## src/rtl/mulcc_pkg.sv

```systemverilog
package mulcc_pkg;
    // Layout of the condition nibble: {X, N, Z, V, C}
    localparam int FLAG_W = 5;
    localparam int FL_X   = 4;
    localparam int FL_N   = 3;
    localparam int FL_Z   = 2;
    localparam int FL_V   = 1;
    localparam int FL_C   = 0;
    // Number of partial products for a two-half split
    localparam int PP_N   = 4;
endpackage

```

## src/rtl/mulcc_condition.sv

```systemverilog
// Reduces both operands to magnitudes and derives the result sign
// and the zero-operand shortcut.
module mulcc_condition #(
    parameter int OP_W = 32
) (
    input  logic            signed_mode,
    input  logic [OP_W-1:0] opa,
    input  logic [OP_W-1:0] opb,
    output logic [OP_W-1:0] mag_a,
    output logic [OP_W-1:0] mag_b,
    output logic            res_neg,
    output logic            any_zero
);
    localparam logic [OP_W-1:0] ONE = OP_W'(1);

    logic a_neg;
    logic b_neg;

    always_comb begin
        a_neg    = signed_mode & opa[OP_W-1];
        b_neg    = signed_mode & opb[OP_W-1];
        mag_a    = a_neg ? (~opa + ONE) : opa;
        mag_b    = b_neg ? (~opb + ONE) : opb;
        res_neg  = a_neg ^ b_neg;
        any_zero = (opa == '0) | (opb == '0);
    end
endmodule

```

## src/rtl/mulcc_partials.sv

```systemverilog
// Four half-width unsigned products.
// Index bit 0 selects the upper half of A, index bit 1 the upper half of B.
module mulcc_partials #(
    parameter int OP_W = 32
) (
    input  logic [OP_W-1:0]                        mag_a,
    input  logic [OP_W-1:0]                        mag_b,
    output logic [mulcc_pkg::PP_N-1:0][OP_W-1:0]   pp
);
    localparam int HALF = OP_W / 2;

    for (genvar i = 0; i < mulcc_pkg::PP_N; i++) begin : g_pp
        localparam int A_OFF = (i % 2) * HALF;
        localparam int B_OFF = (i / 2) * HALF;
        logic [HALF-1:0] a_part;
        logic [HALF-1:0] b_part;
        assign a_part = mag_a[A_OFF +: HALF];
        assign b_part = mag_b[B_OFF +: HALF];
        assign pp[i]  = {{HALF{1'b0}}, a_part} * {{HALF{1'b0}}, b_part};
    end
endmodule

```

## src/rtl/mulcc_combine.sv

```systemverilog
// Aligns and sums the partial products, restores the sign and forms the flags.
module mulcc_combine
    import mulcc_pkg::*;
#(
    parameter int OP_W = 32
) (
    input  logic [PP_N-1:0][OP_W-1:0] pp,
    input  logic                      res_neg,
    input  logic                      any_zero,
    input  logic                      xin,
    output logic [OP_W-1:0]           prod_hi,
    output logic [OP_W-1:0]           prod_lo,
    output logic [FLAG_W-1:0]         flags
);
    localparam int HALF = OP_W / 2;
    localparam logic [OP_W-1:0] ONE = OP_W'(1);

    logic [OP_W-1:0] mid;
    logic [OP_W-1:0] mag_hi;
    logic [OP_W-1:0] mag_lo;
    logic [OP_W-1:0] neg_lo;
    logic            lo_carry;

    always_comb begin
        // middle column: upper half of lo*lo plus lower halves of both cross terms
        mid    = (pp[0] >> HALF)
               + {{HALF{1'b0}}, pp[1][HALF-1:0]}
               + {{HALF{1'b0}}, pp[2][HALF-1:0]};
        mag_lo = {mid[HALF-1:0], pp[0][HALF-1:0]};
        mag_hi = pp[3] + (pp[1] >> HALF) + (pp[2] >> HALF) + (mid >> HALF);

        // two's complement over both words, carry from low into high
        {lo_carry, neg_lo} = {1'b0, ~mag_lo} + {1'b0, ONE};

        flags        = '0;
        flags[FL_X]  = xin;
        if (any_zero) begin
            prod_hi     = '0;
            prod_lo     = '0;
            flags[FL_Z] = 1'b1;
        end else begin
            prod_lo     = res_neg ? neg_lo : mag_lo;
            prod_hi     = res_neg ? (~mag_hi + {{(OP_W-1){1'b0}}, lo_carry}) : mag_hi;
            flags[FL_N] = prod_hi[OP_W-1];
        end
    end
endmodule

```

## src/rtl/wide_mult_cc.sv

```systemverilog
// Three-stage multiplier: operand conditioning | partial products | sum, sign, flags
module wide_mult_cc
    import mulcc_pkg::*;
#(
    parameter int OP_W = 32
) (
    input  logic              clk,
    input  logic              rst_n,
    input  logic              in_vld,
    input  logic              in_signed,
    input  logic [OP_W-1:0]   in_mplier,
    input  logic [OP_W-1:0]   in_mcand,
    input  logic              in_xflag,
    output logic              out_vld,
    output logic [OP_W-1:0]   out_hi,
    output logic [OP_W-1:0]   out_lo,
    output logic [FLAG_W-1:0] out_flags
);
    typedef struct packed {
        logic            vld;
        logic            x;
        logic            neg;
        logic            zero;
        logic [OP_W-1:0] ma;
        logic [OP_W-1:0] mb;
    } cond_t;

    typedef struct packed {
        logic                      vld;
        logic                      x;
        logic                      neg;
        logic                      zero;
        logic [PP_N-1:0][OP_W-1:0] pp;
    } part_t;

    typedef struct packed {
        logic              vld;
        logic [OP_W-1:0]   hi;
        logic [OP_W-1:0]   lo;
        logic [FLAG_W-1:0] fl;
    } res_t;

    typedef struct packed {
        cond_t c;
        part_t p;
        res_t  r;
    } pipe_t;

    pipe_t st_d;
    pipe_t st_q;

    logic [OP_W-1:0]           mag_a;
    logic [OP_W-1:0]           mag_b;
    logic                      res_neg;
    logic                      any_zero;
    logic [PP_N-1:0][OP_W-1:0] pp;
    logic [OP_W-1:0]           sum_hi;
    logic [OP_W-1:0]           sum_lo;
    logic [FLAG_W-1:0]         sum_fl;

    mulcc_condition #(.OP_W(OP_W)) u_cond (
        .signed_mode (in_signed),
        .opa         (in_mplier),
        .opb         (in_mcand),
        .mag_a       (mag_a),
        .mag_b       (mag_b),
        .res_neg     (res_neg),
        .any_zero    (any_zero)
    );

    mulcc_partials #(.OP_W(OP_W)) u_parts (
        .mag_a (st_q.c.ma),
        .mag_b (st_q.c.mb),
        .pp    (pp)
    );

    mulcc_combine #(.OP_W(OP_W)) u_comb (
        .pp       (st_q.p.pp),
        .res_neg  (st_q.p.neg),
        .any_zero (st_q.p.zero),
        .xin      (st_q.p.x),
        .prod_hi  (sum_hi),
        .prod_lo  (sum_lo),
        .flags    (sum_fl)
    );

    always_comb begin
        st_d = st_q;

        st_d.c.vld  = in_vld;
        st_d.c.x    = in_xflag;
        st_d.c.neg  = res_neg;
        st_d.c.zero = any_zero;
        st_d.c.ma   = mag_a;
        st_d.c.mb   = mag_b;

        st_d.p.vld  = st_q.c.vld;
        st_d.p.x    = st_q.c.x;
        st_d.p.neg  = st_q.c.neg;
        st_d.p.zero = st_q.c.zero;
        st_d.p.pp   = pp;

        st_d.r.vld  = st_q.p.vld;
        if (st_q.p.vld) begin
            st_d.r.hi = sum_hi;
            st_d.r.lo = sum_lo;
            st_d.r.fl = sum_fl;
        end
    end

    always_ff @(posedge clk) begin
        if (!rst_n) st_q <= '0;
        else        st_q <= st_d;
    end

    assign out_vld   = st_q.r.vld;
    assign out_hi    = st_q.r.hi;
    assign out_lo    = st_q.r.lo;
    assign out_flags = st_q.r.fl;
endmodule

```

## config.mk

```make
export PLATFORM = sky130hd
export DESIGN_NAME = wide_mult_cc
export DESIGN_NICKNAME = d
export VERILOG_FILES = /design/src/rtl/mulcc_pkg.sv /design/src/rtl/mulcc_condition.sv /design/src/rtl/mulcc_partials.sv /design/src/rtl/mulcc_combine.sv /design/src/rtl/wide_mult_cc.sv
export SDC_FILE = /design/constraint.sdc
export NUM_CORES = 2
export LEC_CHECK = 0
export BUFFER_PORTS_ARGS = -buffer_cell sky130_fd_sc_hd__buf_4
export CORE_UTILIZATION = 67
export CTS_BUF_LIST = sky130_fd_sc_hd__clkbuf_4
export DETAILED_ROUTE_END_ITERATION = 8
export GPL_ROUTABILITY_DRIVEN = 0
export GPL_TIMING_DRIVEN = 1
export PLACE_DENSITY = 0.85
export SKIP_CTS_REPAIR_TIMING = 1
export SYNTH_ARGS = -nofsm -noshare
export SYNTH_HDL_FRONTEND = slang
export SYNTH_SLANG_ARGS = --single-unit
```

## constraint.sdc

```tcl
create_clock -name clk -period 8.8 [get_ports clk]
set_clock_uncertainty 0.1 [all_clocks]
set_input_delay 1.32 -clock clk [delete_from_list [all_inputs] [get_ports clk]]
set_output_delay 1.32 -clock clk [all_outputs]
set_load 0.01 [all_outputs]
```

==> flow_metrics.tcl <==
set metrics [dict create \
    rows 96 \
    die_area_mm2 0.0714 \
    grt_start_max_net_pins 76 \
    grt_pass1_vias 39992 \
    maxCapViolCount 0 \
    multi_input_area_mm2 0.0367 \
    die_h_um 267 \
    critPathKind "register to register" \
    setup_viol 0 \
    post_drt_wl_per_cell_um 19.3 \
    combinationalPowerShare_pct 64.0 \
    ys.flop_type "dfxtp_1" \
    end_kind "register" \
    grt_pass1_wl_mm 204 \
    final_hold_viol_count 0 \
    grt-ovfl-total 0 \
    max_clock_freq_mhz 124 \
    final_nets 6813 \
    vias 37914 \
    crit_required_ns 9.51 \
    area_growth_pct 5.27 \
    syn_avg_cell_area_um2 8.60 \
    tightest_slew_ns 1.25 \
    setup_tns_ns 0 \
    drc 0 \
    cts_root_buf "clkbuf_4" \
    vias_per_cell 5.87 \
    power.switching_mw 4.08 \
    synth-seq-cells 267 \
    p_int_mw 4.10 \
    p_leak_nw 24.5 \
    io_pins 139 \
    slowest_delay_ns 1.03 \
    power.share.clock_pct 15.1 \
    holdCritPathClass "register to register" \
    critPathBufInv 1 \
    drive_gt1_share_pct 7.11 \
    routed_wl_mm 125 \
    io_buffers 136 \
    period_needed_ns 8.07 \
    cp.arrival_ns 8.78 \
    insertion_delay_ns 0.90 \
    tritoncts "yes" \
    die_width_um 267 \
    switching_share_pct 49.9 \
    initial_utilization_pct 68.3 \
    core_mm2 0.0691 \
    synth.cell_area_mm2 0.0471 \
    synthCells 5484 \
    drt_iter0_markers 3471 \
    crit_family "compound AO/OA/AOI/OAI gates" \
    dp_slack_ns 0.425 \
    slew_headroom_pct 15.0 \
    stdcell_count 6459 \
    drt-pass1-iter-count 7 \
    numCtsBuffers 73 \
    ys_seq_area_share_pct 11.3 \
    dpl.hpwl_mm 95.5 \
    crit_fanout 11 \
    grt_usage_pct 36.6 \
    clock_sinks 267 \
    ir_worst_vdd_uv 126 \
    ys_warn_count 0 \
    crit_slowest_cell "o311ai_1" \
    setup_ws_ns 0.726 \
    clk_pin_slew_ns 0.07 \
    r2r_slack_ns 0.73 \
    synth.distinct_cells 79 \
    clock_path_buffers 3 \
    status "finished, final reports clean" \
    grt_setup_unrepaired "no" \
    antenna_found_initial 14 \
    power_frac_seq_pct 20.9 \
    start_kind "register" \
    fillCellCount 5054 \
    fin_crit_sh_pct 91.7 \
    synth_edf_count 0 \
    ant_nets 0 \
    final-seq-area_mm2 0.00537 \
    post-place-cells 6318 \
    htreeDepth 3 \
    slew_viol_final 0 \
    p_per_area_mw_per_mm2 165 \
    ys_async_sr_fraction_pct 0 \
]
## per-stage QoR
step                      area [um^2]  hold slack [ns]  util [%]  total power [mW]
after detailed placement        48600            0.325      70.4              6.77
after global routing            49600            0.352      71.8              8.90
final                           49600            0.343      71.9              8.18
after CTS                       49600            0.342      71.8              8.05
after floorplan                 47200            0.312         -              5.37
after global placement          48600            0.315      70.4              6.57
## registers in the layout (all words and copies together), names as in the netlist
signal	cells
out_flags	3
out_hi	31
out_lo	32
out_vld	1
st_d	5
st_q	195
## final cells by class
cell class,instances,area share (%)
clock inverter,36,0.539
inverter,960,7.27
clock buffer,94,1.42
timing repair buffer,232,3.56
tap,931,2.35
antenna,11,0.0555
sequential,267,10.8
multi-input combinational,3928,74.0
## cell families after synthesis
group	after synthesis	share of synthesized area, %
AND/OR/NAND/NOR	1780	18.0
AO/OA/AOI/OAI	609	8.36
flip-flops	267	11.3
adder cells (fa/ha/maj)	1282	46.7
buffers and inverters	1290	10.8
multiplexers	16	0.342
other	1	0.00795
XOR/XNOR	239	4.44
## routing by layer
metal  global-route usage (%)  wire [um]  vias up
met1                     45.5      46800    18436
li1                         -          -    16897
met3                     12.9      16500      469
met5                        0         78        -
met2                     57.0      55200     2100
met4                     16.9       6250       12
## final timing paths
check | start | to | cells past startpoint
min | st_d[200] | st_q[200] | 1
max | st_q[86] | out_hi[24] | 32
min reg2reg | st_d[200] | st_q[200] | 1
max reg2reg | st_q[86] | out_hi[24] | 32
## cells in the final DEF (no fill, tap or decap), drive strengths merged, types with 7 or more instances in the layout
master and n:
ha 486, inv 961, or4 13, nand4 17
nand3 41, o311ai 7, fa 796, and2 463
a21o 92, and3 39, xnor2 130, clkinv 30
o21a 20, nor2 326, nand2 724, or3 29
o21ai 109, buf 232, nor2b 8, o41ai 16
a211oi 18, dfxtp 267, nand2b 22, xor2 109
or2 7, nor3b 11, a21oi 196, clkbuf 94
o31ai 29, mux2i 15, nor3 52, diode 11
nor4 13, o211ai 11, a31oi 15, a2111oi 9
o21bai 22
## synth_stat cells, drive strengths merged, types with 8 or more instances
cell / n / area, um^2
and2: 463 / 2900
dfxtp: 267 / 5350
xnor2: 130 / 1140
o31ai: 29 / 223
o211ai: 11 / 82.6
or4: 13 / 109
nand2: 724 / 2720
ha: 486 / 6080
fa: 796 / 15900
nand3: 41 / 205
a211oi: 18 / 135
or3: 29 / 191
nor2b: 8 / 50.1
a21o: 92 / 691
a31oi: 15 / 93.8
mux2i: 15 / 150
nor3: 52 / 260
buf: 71 / 526
o21a: 20 / 150
a2111oi: 9 / 85.1
o21bai: 22 / 165
inv: 959 / 3600
o41ai: 16 / 140
clkbuf: 259 / 972
nor3b: 11 / 82.6
and3: 39 / 244
nand4: 17 / 106
nor2: 326 / 1220
a21oi: 196 / 981
nand2b: 22 / 138
nor4: 13 / 87.6
xor2: 109 / 955
o21ai: 109 / 546
## power groups by stage
| stage | clock (mW) | sequential, mW | combinational [mW] |
|---|---|---|---|
| after global placement | 0 | 1.71 | 4.86 |
| after floorplan | 0 | 1.53 | 3.83 |
| after detailed placement | 0 | 1.72 | 5.05 |
| after CTS | 1.25 | 1.70 | 5.10 |
| after global routing | 1.31 | 1.73 | 5.86 |
| final | 1.23 | 1.71 | 5.24 |
No activity file was read; power rests on OpenSTA's default activity.
